**src/rtl/codec_rst_seq_pkg.sv**
```systemverilog
`timescale 1ns/1ps
package codec_rst_seq_pkg;

  typedef enum logic [1:0] {
    SEQ_RESET  = 2'b00,
    SEQ_INIT   = 2'b01,
    SEQ_NORMAL = 2'b10
  } seq_state_e;

  // control -> datapath: counter enables
  typedef struct packed {
    logic entryEn;
    logic releaseEn;
    logic initEn;
  } seq_cmd_t;

  // datapath -> control: terminal-count strobes
  typedef struct packed {
    logic entryDone;
    logic releaseDone;
    logic initDone;
  } seq_done_t;

endpackage

```
**src/rtl/codec_rst_seq_tick.sv**
```systemverilog
`timescale 1ns/1ps
module codec_rst_seq_tick #(
  parameter int SYNC_STAGES = 2
) (
  input  logic clk,
  input  logic rstN,
  input  logic frameClk,
  output logic frameTick
);
  logic [SYNC_STAGES-1:0] syncQ;
  logic                   prevQ;

  always_ff @(posedge clk or negedge rstN) begin
    if (!rstN) begin
      syncQ <= '0;
      prevQ <= 1'b0;
    end else begin
      syncQ <= {syncQ[SYNC_STAGES-2:0], frameClk};
      prevQ <= syncQ[SYNC_STAGES-1];
    end
  end

  assign frameTick = syncQ[SYNC_STAGES-1] & ~prevQ;
endmodule

```
**src/rtl/codec_rst_seq_cnt.sv**
```systemverilog
`timescale 1ns/1ps
module codec_rst_seq_cnt #(
  parameter int LIMIT = 5
) (
  input  logic clk,
  input  logic rstN,
  input  logic en,
  input  logic tick,
  output logic done
);
  localparam int W = (LIMIT > 1) ? $clog2(LIMIT) : 1;
  localparam logic [W-1:0] LAST = W'(LIMIT - 1);

  logic [W-1:0] cntQ;

  assign done = en & tick & (cntQ == LAST);

  always_ff @(posedge clk or negedge rstN) begin
    if (!rstN)               cntQ <= '0;
    else if (!en || done)    cntQ <= '0;
    else if (tick)           cntQ <= cntQ + 1'b1;
  end
endmodule

```
**src/rtl/codec_rst_seq_dp.sv**
```systemverilog
`timescale 1ns/1ps
module codec_rst_seq_dp
  import codec_rst_seq_pkg::*;
#(
  parameter int ENTRY_TICKS   = 5,
  parameter int RELEASE_TICKS = 2,
  parameter int INIT_TICKS    = 516,
  parameter int FLAG_TICKS    = 7,
  parameter int NUM_FLAGS     = 2
) (
  input  logic                 clk,
  input  logic                 rstN,
  input  logic                 tick,
  input  logic                 runBit,
  input  seq_cmd_t             cmd,
  output seq_done_t            done,
  output logic [NUM_FLAGS-1:0] flagsOut
);
  logic flagQ;
  logic flagDone;

  codec_rst_seq_cnt #(.LIMIT(ENTRY_TICKS)) u_entryCnt (
    .clk(clk), .rstN(rstN), .en(cmd.entryEn), .tick(tick), .done(done.entryDone));

  codec_rst_seq_cnt #(.LIMIT(RELEASE_TICKS)) u_releaseCnt (
    .clk(clk), .rstN(rstN), .en(cmd.releaseEn), .tick(tick), .done(done.releaseDone));

  codec_rst_seq_cnt #(.LIMIT(INIT_TICKS)) u_initCnt (
    .clk(clk), .rstN(rstN), .en(cmd.initEn), .tick(tick), .done(done.initDone));

  codec_rst_seq_cnt #(.LIMIT(FLAG_TICKS)) u_flagCnt (
    .clk(clk), .rstN(rstN), .en(runBit & flagQ), .tick(tick), .done(flagDone));

  always_ff @(posedge clk or negedge rstN) begin
    if (!rstN)         flagQ <= 1'b1;
    else if (!runBit)  flagQ <= 1'b1;
    else if (flagDone) flagQ <= 1'b0;
  end

  assign flagsOut = {NUM_FLAGS{flagQ}};
endmodule

```
**src/rtl/codec_rst_seq_ctrl.sv**
```systemverilog
`timescale 1ns/1ps
module codec_rst_seq_ctrl
  import codec_rst_seq_pkg::*;
(
  input  logic       clk,
  input  logic       rstN,
  input  logic       runBit,
  input  seq_done_t  done,
  output seq_cmd_t   cmd,
  output seq_state_e state
);
  seq_state_e stateQ, stateD;

  always_comb begin
    cmd.entryEn   = (stateQ != SEQ_RESET) && !runBit;
    cmd.releaseEn = (stateQ == SEQ_RESET) && runBit;
    cmd.initEn    = (stateQ == SEQ_INIT);
  end

  always_comb begin
    stateD = stateQ;
    unique case (stateQ)
      SEQ_RESET:  if (done.releaseDone) stateD = SEQ_INIT;
      SEQ_INIT:   if (done.entryDone)   stateD = SEQ_RESET;
                  else if (done.initDone) stateD = SEQ_NORMAL;
      SEQ_NORMAL: if (done.entryDone)   stateD = SEQ_RESET;
      default:    stateD = SEQ_RESET;
    endcase
  end

  always_ff @(posedge clk or negedge rstN) begin
    if (!rstN) stateQ <= SEQ_RESET;
    else       stateQ <= stateD;
  end

  assign state = stateQ;
endmodule

```
**src/rtl/codec_rst_seq.sv**
```systemverilog
`timescale 1ns/1ps
module codec_rst_seq
  import codec_rst_seq_pkg::*;
#(
  parameter int SYNC_STAGES   = 2,
  parameter int ENTRY_TICKS   = 5,
  parameter int RELEASE_TICKS = 2,
  parameter int INIT_TICKS    = 516,
  parameter int FLAG_TICKS    = 7,
  parameter int NUM_FLAGS     = 2,
  parameter int NUM_ADC       = 2
) (
  input  logic                 clk,
  input  logic                 rstN,
  input  logic                 frameClk,
  input  logic                 runBit,
  output logic                 coreRstN,
  output logic                 adcInit,
  output logic [NUM_ADC-1:0]   adcZero,
  output logic                 dacZero,
  output logic [NUM_FLAGS-1:0] zeroFlag,
  output logic [1:0]           seqState
);
  logic       frameTick;
  seq_cmd_t   cmd;
  seq_done_t  done;
  seq_state_e state;

  codec_rst_seq_tick #(.SYNC_STAGES(SYNC_STAGES)) u_tick (
    .clk(clk), .rstN(rstN), .frameClk(frameClk), .frameTick(frameTick));

  codec_rst_seq_ctrl u_ctrl (
    .clk(clk), .rstN(rstN), .runBit(runBit), .done(done), .cmd(cmd), .state(state));

  codec_rst_seq_dp #(
    .ENTRY_TICKS(ENTRY_TICKS), .RELEASE_TICKS(RELEASE_TICKS),
    .INIT_TICKS(INIT_TICKS), .FLAG_TICKS(FLAG_TICKS), .NUM_FLAGS(NUM_FLAGS)
  ) u_dp (
    .clk(clk), .rstN(rstN), .tick(frameTick), .runBit(runBit),
    .cmd(cmd), .done(done), .flagsOut(zeroFlag));

  assign seqState = state;
  assign coreRstN = (state != SEQ_RESET);
  assign adcInit  = (state == SEQ_INIT);
  assign dacZero  = (state == SEQ_RESET);

  for (genvar g = 0; g < NUM_ADC; g++) begin : g_adc
    assign adcZero[g] = (state != SEQ_NORMAL);
  end
endmodule

```
**config.mk**
```make
export PLATFORM = sky130hd
export DESIGN_NAME = codec_rst_seq
export DESIGN_NICKNAME = d
export VERILOG_FILES = /design/src/rtl/codec_rst_seq_pkg.sv /design/src/rtl/codec_rst_seq_tick.sv /design/src/rtl/codec_rst_seq_cnt.sv /design/src/rtl/codec_rst_seq_dp.sv /design/src/rtl/codec_rst_seq_ctrl.sv /design/src/rtl/codec_rst_seq.sv
export SDC_FILE = /design/constraint.sdc
export NUM_CORES = 1
export LEC_CHECK = 0
export BUFFER_PORTS_ARGS = -buffer_cell sky130_fd_sc_hd__buf_2
export CAP_MARGIN = 5
export CORE_AREA = 2 2 52 54
export CTS_CLUSTER_DIAMETER = 40
export DETAILED_ROUTE_END_ITERATION = 12
export DIE_AREA = 0 0 54 56
export HOLD_SLACK_MARGIN = 0.03
export PLACE_DENSITY = 0.72
export SKIP_CTS_REPAIR_TIMING = 1
export SLEW_MARGIN = 20
export SYNTH_ARGS = -nofsm -noshare
export SYNTH_HDL_FRONTEND = slang
export SYNTH_HIERARCHICAL = 1
export SYNTH_SLANG_ARGS = --single-unit
```
**constraint.sdc**
```tcl
create_clock -name clk -period 1.8 [get_ports clk]
set_input_delay 0.36 -clock clk [delete_from_list [all_inputs] [get_ports clk]]
set_output_delay 0.36 -clock clk [all_outputs]
set_load 0.005 [all_outputs]
```
## Yosys cells after proc, flatten, opt, wreduce, memory -nomap -nowiden

Cells that the tools add are included.

- Register bits after elaboration: 23
- Bits of input ports: 4
- Output and inout port bits: 9
- Word-level logic and storage cells: 66

- Add/subtract/negate cells: 4
- Eq/ne operators: 10
- Muxes and demuxes: 15
- Bitwise gates (word level): 11
- Reduce and logical (&&, ||, !) cells: 18

Operator list:

| cell | count |
|---|---|
| $mux W10 | 2 |
| $mux W3 | 4 |
| $add A10 B1 Y10 const B | 1 |
| $and A1 B1 Y1 | 10 |
| $eq A10 B10 Y1 const B | 1 |
| $reduce_bool A2 Y1 | 5 |
| $mux W2 | 4 |
| $add A3 B1 Y3 const B | 2 |
| $eq A3 B3 Y1 const B | 2 |
| $ne A2 B1 Y1 const B | 3 |
| $pmux W2 S3 | 1 |
| $logic_not A1 Y1 | 5 |
| $logic_or A1 B1 Y1 | 4 |
| $mux W1 | 4 |
| $ne A3 B1 Y1 const B | 1 |
| $reduce_and A3 Y1 | 1 |
| $eq A2 B1 Y1 const B | 1 |
| $eq A2 B2 Y1 const B | 1 |
| $logic_and A1 B1 Y1 | 2 |
| $logic_not A2 Y1 | 1 |
| $ne A2 B2 Y1 const B | 1 |
| $add A1 B1 Y1 const B | 1 |
| $not A1 Y1 | 1 |

## Longest topological paths before layout

Gate-level depths: netlist of run 1.

- Depth after elaboration: 7
- Gate-level depth with buffers: 6

## Hierarchy

The synthesis of run 1 kept the hierarchy.

Modules (own cells, without submodules):

| module | instances | cells an instance | area an instance (um2) | sequential area each (um2) |
|---|---|---|---|---|
| codec_rst_seq_cnt (u_dp.u_initCnt) | 1 | 52 | 528.0 | 250.2 |
| codec_rst_seq_cnt (u_dp.u_entryCnt) | 1 | 19 | 177.7 | 75.1 |
| codec_rst_seq_cnt (u_dp.u_flagCnt) | 1 | 18 | 176.4 | 75.1 |
| codec_rst_seq_ctrl | 1 | 11 | 103.8 | 50.0 |
| codec_rst_seq_tick | 1 | 4 | 88.8 | 75.1 |
| codec_rst_seq_dp | 1 | 6 | 61.3 | 26.3 |
| codec_rst_seq_cnt (u_dp.u_releaseCnt) | 1 | 4 | 47.5 | 25.0 |
| codec_rst_seq | 1 | 5 | 30.0 | 0.0 |

## Worst setup path after synthesis of run 1

Ideal clock, no wire load.

- Path kind: reg-to-reg
- Start: reg u_ctrl.stateQ[0], in the netlist u_ctrl/state[0]
- End: reg u_ctrl.stateQ[0], in the netlist u_ctrl/state[0]
- Arrival time: 1.597 ns
- Data required time: 1.679 ns
- Setup slack: 0.082 ns
- Cell stages (with the launch flop): 6
- Clock period less this slack: 1.718 ns
- Cells stage by stage: dfrtp_1 -> nor2b_2 -> or4b_1 -> nor3_1 -> nor2_1 -> a22o_1

RTL lines:

| item | line | text |
|---|---|---|
| start: declaration | codec_rst_seq_ctrl.sv:12 | `seq_state_e stateQ, stateD;` |
| start signal: assignment | codec_rst_seq_ctrl.sv:33 | `else stateQ <= stateD;` |

==> results of run 1 <==
==> synthesized netlist by cell type, drive strengths merged <==
master  count  share of area
dfrtp      22           0.45
nor2       11          0.034
a21oi       8          0.033
nand2       7          0.022
nand3       7          0.029
ha          5          0.052
nand2b      5          0.026
a21boi      4          0.025
buf         4          0.023
inv         4          0.012
nand4       4          0.021
nor2b       4          0.029
o21ai       4          0.020
xor2        4          0.029
and2        3          0.016
o31ai       3          0.030
or3         3          0.016
or4         3          0.022
and3b       2          0.014
mux2i       2          0.016
o211ai      2          0.012
a22o        1         0.0072
and3        1         0.0062
dfstp       1          0.022
nand3b      1         0.0062
nor3        1         0.0041
or2         1         0.0052
or4b        1         0.0082
xnor2       1         0.0072
==> flip-flops by register name, indices dropped and copies added, names as in the netlist <==
register / flops
u_dp/u_entryCnt/cntQ: 3
u_ctrl/state: 2
u_tick/prevQ: 1
u_dp/u_releaseCnt/cntQ: 1
u_dp/flagQ: 1
u_tick/syncQ: 2
u_dp/u_initCnt/cntQ: 10
u_dp/u_flagCnt/cntQ: 3
==> through the flow <==
step | cells | util | total power, µW | setup slack, ps
global placement | 164 | 0.5494 | 592.5 | 162.1
floorplan | 119 | - | 570.9 | 81.74
global route | 169 | 0.5648 | 871.3 | 12.00
detailed placement | 164 | 0.5494 | 595.3 | 133.5
finish | 169 | 0.5648 | 823.3 | 125.0
CTS | 168 | 0.5607 | 833.2 | 107.4
==> final cells by class <==
class	instances	area share
clock buffers	3	0.01639
clock inverters	1	0.003643
inverters	4	0.01093
multi-input cells	88	0.4326
flip-flops and latches	23	0.4199
well taps	30	0.02732
repair buffers	20	0.08925
==> cells by family (layout without fill, tap and decap cells) <==
family,after synthesis,in the layout,synth area share
AND/OR/NAND/NOR,54,54,0.2588
flip-flops,23,23,0.4753
AO/OA/AOI/OAI,22,22,0.1268
buffers and inverters,8,28,0.03504
adder cells (fa/ha/maj),5,5,0.05155
XOR/XNOR,5,5,0.03608
multiplexers,2,2,0.01650
==> power breakdown <==
part | leakage, µW | total (µW) | internal, µW | switching [µW]
Sequential | 0.000304 | 531 | 525 | 5.57
Combinational | 0.000285 | 55.6 | 22.4 | 33.2
Clock | 0.0000177 | 237 | 83.1 | 154
==> layer usage <==
layer  track usage  up-vias
li1              -      457
met1        0.2178      464
met2        0.2944       28
met3       0.02419        5
met4       0.07500        0
met5             0        -
==> worst register-to-register path, stage by stage (launching register included) <==
cell     delay [ps]
dfrtp_1         370
nor2b_2         160
or4b_1          510
o31ai_4         400
nor2_1          110
==> how the worst max path moves through the flow <==
stage / from / to / slack (ps)
floorplan: u_ctrl/state[0] / u_ctrl/state[0] / 80
global placement: u_ctrl/state[1] / u_ctrl/state[0] / 160
detailed placement: u_ctrl/state[0] / u_dp/u_initCnt/cntQ[1] / 130
CTS: u_ctrl/state[0] / u_dp/u_initCnt/cntQ[3] / 110
global route: u_ctrl/state[0] / u_ctrl/state[1] / 10
finish: u_ctrl/state[0] / u_dp/u_initCnt/cntQ[3] / 120
==> summary.md, run 1 <==
| Metric | Value |
|---|---|
| DRT antenna net count | 0 |
| Worst hold path depth | 1 |
| Status | finished, final reports clean |
| Synth cell types | 38 |
| Sequential area share after synthesis | 0.4753 |
| Wirelength per Cell | 13.53 µm |
| Die Y | 56 µm |
| Reg2Reg Setup Slack | 120 ps |
| Final hold vios | 0 |
| Critical path data arrival time | 1870 ps |
| DR vias/cell | 5.645 |
| Cell family with most CP delay | simple AND/OR/NAND/NOR gates |
| Worst Clk Skew | 6.928 ps |
| Syn Nets | 128 |
| DR top layer | met4 |
| Clk buf depth | 2 |
| Final period utilization | 0.9306 |
| I/O Buffers | 12 |
| Chip width | 54 µm |
| Pin slew with the least headroom to its limit | 504.2 ps |
| Slew margin rel. | 0.6639 |
| Reg2reg start | u_ctrl/state[0] |
| Yosys synthesis warning count | 6 |
| N_diodes | 0 |
| Die area | 3024 µm² |
| Slowest cell on crit path | or4b_1 |
| Area occupied by multi-input gates | 594.3 µm² |
| Final hold slack | 138.7 ps |
| DRT Pass-1 Iters | 4 |
| Worst vdd ir | 0.3331 mV |
| Commonest non-fill, non-tap cell in the layout | dfrtp_1 |
| Clk slew on worst S/H paths | 130 ps |
| Critical Path Stages | 4 |
| CTS tree | yes |
| Gate Count Post-Synth | 119 |
| Initial antenna violation count | 0 |
| IO Pins | 13 |
| Met3 wire length | 103 µm |
| Seq. cell area | 576.8 µm² |
| Via count | 954 |
| Startpoint Class | flip-flop |
| Clk sinks | 23 |
| RSZ-0062 raised after global routing | no |
| Post-DP Area | 1336 µm² |
| Worst path bufs/invs | 0 |
| R2R depth | 4 |
| CTS Buf Count | 3 |
| Routed wl met2 | 1.150 mm |
| Synthesized area | 1214 µm² |
| # DRC | 0 |
| Pins Over Slew Limit | 0 |
| Kind of critical path | flip-flop to flip-flop |
| Root buf cell | clkbuf_4 |
| Met1 WL | 989 µm |
| First-pass GRT wire length | 3.974 mm |
| Tightest Hold Check Type | primary input to flip-flop |
| Max Fclk | 597.0 MHz |
| H-tree levels | 1 |
| Max Cap Viol | 0 |
| DR iter-0 viols | 18 |
| Finished layout cell area | 1374 µm² |
| Area growth, synth to finish | 13.20% |
| Avg Cell Area, Syn | 10.20 µm² |
| Core area | 2432 µm² |
| Total GRT Usage | 0.1756 |
| Tmin final | 1675 ps |
| Skew-Pair Late Insertion Delay | 310 ps |
| LEAKAGE | 0.0006068 µW |
| CP Cell Sequence | nor2b_2, or4b_1, o31ai_4, nor2_1 |
| Fraction of layout cells with a size suffix above 1 | 0.2302 |
| Final nets | 149 |
| Pwr dens | 599.3 nW/µm² |
| GP Congestion | 0.7800 |
| Fill cells | 214 |
| CP max FO | 9 |
| DRT Wirelength | 2.286 mm |
| Worst path required time | 1990 ps |
| Pin count of the biggest net entering global routing | 24 |
| Vias in the first global route | 936 |
| Sink of the worst hold path | u_tick/syncQ[0] |
| Starting density of the core | 0.4990 |
| Crit path capture type | flip-flop |
| Most frequent cells in the layout | 22 x dfrtp_1, 12 x buf_2, 11 x nor2_1, 8 x a21oi_1 |
| R2R Path End | u_dp/u_initCnt/cntQ[3] |
| Worst hold start | frameClk |
| FF+latch count, synth | 23 |
| # setup viols final | 0 |
| Total negative slack | 0 ps |
| Overflow after GRT | 0 |
| DP HPWL | 1.663 mm |
| FP Rows | 18 |
| Crit path largest cell delay | 510 ps |
No activity file was read; power rests on OpenSTA's default activity.
==> run 2: changes to the inputs <==
--- a/config.mk
+++ b/config.mk
@@ -7,12 +7,15 @@
 export LEC_CHECK = 0
 export BUFFER_PORTS_ARGS = -buffer_cell sky130_fd_sc_hd__buf_2
 export CAP_MARGIN = 5
-export CORE_AREA = 2 2 52 54
+export CELL_PAD_IN_SITES_DETAIL_PLACEMENT = 0
+export CELL_PAD_IN_SITES_GLOBAL_PLACEMENT = 1
+export CORE_AREA = 2 2 59 61
 export CTS_CLUSTER_DIAMETER = 40
 export DETAILED_ROUTE_END_ITERATION = 12
-export DIE_AREA = 0 0 54 56
+export DIE_AREA = 0 0 61 63
+export GPL_TIMING_DRIVEN = 1
 export HOLD_SLACK_MARGIN = 0.03
-export PLACE_DENSITY = 0.72
+export PLACE_DENSITY_LB_ADDON = 0.1
 export SKIP_CTS_REPAIR_TIMING = 1
 export SLEW_MARGIN = 20
 export SYNTH_ARGS = -nofsm -noshare
==> run 2 against run 1 <==
Compared with the run above: total power increased by 0.15%; via count decreased by 2.7%; utilization decreased by 13 points; routed wire length decreased by 0.92%; hold slack improved by 6.9 ps; sequential power about the same; setup slack got worse by 26 ps; count of clock-buffer cells in the layout increased by 1; combinational power about the same; global-route usage decreased by 3.7 points; clock skew decreased by 2.8 ps; critical path type unchanged.
==> summary.md, run 2 (same netlist as run 1, synthesis figures left out) <==
| Metric | Value |
|---|---|
| Largest register FFs | 10 (unchanged) |
| Pin count of the biggest net entering global routing | 24 (unchanged) |
| I/O Buffers | 12 (unchanged) |
| Vias in the first global route | 930 (-0.64%) |
| Critical path data arrival time | 1900 ps (+30 ps) |
| Tightest Hold Check Type | primary input to flip-flop |
| DP HPWL | 1.596 mm (-4.0%) |
| DRT Pass-1 Iters | 4 (unchanged) |
| GP Congestion | 0.7198 (-7.7%) |
| Startpoint Class | flip-flop |
| Pre-CTS WS | 31.54 ps (-102.0 ps) |
| CTS Buf Count | 3 (unchanged) |
| Fin worst setup slack | 98.72 ps (-26.25 ps) |
| Max Fclk | 587.8 MHz (-1.5%) |
| Routed wl met2 | 1.099 mm (-4.4%) |
| CTS tree | yes |
| H-tree levels | 1 (unchanged) |
| Post-DP Area | 1364 µm² (+2.1%) |
| Reg2reg start | u_ctrl/state[1] |
| Pin slew with the least headroom to its limit | 516.6 ps (+12.39 ps) |
| Worst path required time | 2000 ps (about the same) |
| DR top layer | met4 |
| Worst vdd ir | 0.2482 mV (-25%) |
| Root buf cell | clkbuf_4 |
| Crit path capture type | flip-flop |
| FP Rows | 21 (+3) |
| N_diodes | 0 (unchanged) |
| Area growth, synth to finish | 16.19% |
| Final hold slack | 145.6 ps (+6.865 ps) |
| Starting density of the core | 0.3755 (-0.1234) |
| Die area | 3843 µm² (+27%) |
| Final period utilization | 0.9452 (+0.01458) |
| Fraction of layout cells with a size suffix above 1 | 0.2357 (+0.005498) |
| # setup viols final | 0 (unchanged) |
| Worst hold path depth | 1 (unchanged) |
| Initial antenna violation count | 0 (unchanged) |
| Fill cells | 330 (+54%) |
| Chip width | 61 µm (+13%) |
| Tmin final | 1701 ps (+26.25 ps) |
| DR iter-0 viols | 29 (+11) |
| Reg2Reg Setup Slack | 100 ps (-30 ps) |
| Sink of the worst hold path | u_tick/syncQ[0] |
| DRT Wirelength | 2.265 mm (-0.92%) |
| RSZ-0062 raised after global routing | no |
| Die Y | 63 µm (+13%) |
| CP max FO | 9 (unchanged) |
| Total negative slack | 0 ps (unchanged) |
| Commonest non-fill, non-tap cell in the layout | dfrtp_1 |
| Clk slew on worst S/H paths | 120 ps (about the same) |
| Met1 WL | 1.073 mm (+8.5%) |
| Wirelength per Cell | 12.18 µm (-10%) |
| Kind of critical path | flip-flop to flip-flop |
| Overflow after GRT | 0 (unchanged) |
| R2R Path End | u_dp/u_initCnt/cntQ[8] |
| Skew-Pair Late Insertion Delay | 310 ps (about the same) |
| Total GRT Usage | 0.1387 (-0.03681) |
| Status | finished, final reports clean |
| Slew margin rel. | 0.6556 (-0.008259) |
| Core area | 3232 µm² (+33%) |
| First-pass GRT wire length | 4.084 mm (+2.8%) |
| Clk buf depth | 2 (unchanged) |
| LEAKAGE | 0.0006071 µW (about the same) |
| Largest regs | u_dp/u_initCnt/cntQ (10), u_dp/u_entryCnt/cntQ (3), u_dp/u_flagCnt/cntQ (3) |
| Max Cap Viol | 0 (unchanged) |
| DR vias/cell | 4.989 (-12%) |
| Final hold vios | 0 (unchanged) |
| Most frequent cells in the layout | 22 x dfrtp_1, 12 x buf_2, 11 x nor2_1, 8 x buf_4, 8 x a21oi_1 |
| DRT antenna net count | 0 (unchanged) |
| Pins Over Slew Limit | 0 (unchanged) |
| Finished layout cell area | 1410 µm² (+2.6%) |
| Worst hold start | frameClk |
| Final nets | 150 (+0.67%) |
| IO Pins | 13 (unchanged) |
| R2R depth | 5 (+1) |
| Via count | 928 (-2.7%) |
| Biggest register | u_dp/u_initCnt/cntQ |
| Met3 wire length | 41 µm (-60%) |
| Pwr dens | 584.8 nW/µm² (-2.4%) |
| # DRC | 0 (unchanged) |
| Clk sinks | 23 (unchanged) |
| Worst Clk Skew | 4.162 ps (-2.765 ps) |
run 2: area by class of cell:
| cell class | count | area (µm²) | area share |
|---|---|---|---|
| Multi-Input combinational cell | 88 | 604.3 | 0.4286 |
| Timing Repair Buffer | 21 | 130.1 | 0.09228 |
| Inverter | 4 | 15.01 | 0.01065 |
| Tap cell | 46 | 57.56 | 0.04082 |
| Clock buffer | 4 | 26.28 | 0.01863 |
| Sequential cell | 23 | 576.8 | 0.4091 |
run 2: worst max-delay path by stage:
| stage | endpoint | from | cells after the start | slack (ps) |
|---|---|---|---|---|
| global route | u_dp/u_initCnt/cntQ[7] | u_ctrl/state[1] | 5 | 9 |
| CTS | u_ctrl/state[0] | u_ctrl/state[1] | 5 | -8 |
| global placement | u_ctrl/state[0] | u_ctrl/state[1] | 5 | 140 |
| finish | u_dp/u_initCnt/cntQ[8] | u_ctrl/state[1] | 5 | 100 |
| floorplan | u_ctrl/state[0] | u_ctrl/state[0] | 5 | 80 |
| detailed placement | u_ctrl/state[0] | u_ctrl/state[1] | 5 | 30 |
run 2: metrics by stage:
stage	std cells	total power, µW	util
after floorplan	119	570.9	-
after global placement	181	594.8	0.4220
after detailed placement	181	595.9	0.4220
after CTS	185	844.6	0.4301
after global routing	186	875.1	0.4363
final	186	824.6	0.4363
run 2: power by group:
group	internal (µW)	switching (µW)
Combinational	22.2	33.3
Sequential	525	5.74
Clock	86.6	152
Total	634	191
run 2: routing by layer:
metal,vias up,GRT usage
met4,0,0.06250
met1,447,0.1777
met3,5,0.01863
met2,13,0.2258
li1,463,-
met5,-,0
run 2: worst max-delay path, cell delays in order, from the launching register on:
cell and delay (ps):
dfrtp_1 430, nor2b_4 180, or4b_1 530, o31ai_4 200, buf_4 190, a21oi_1 50
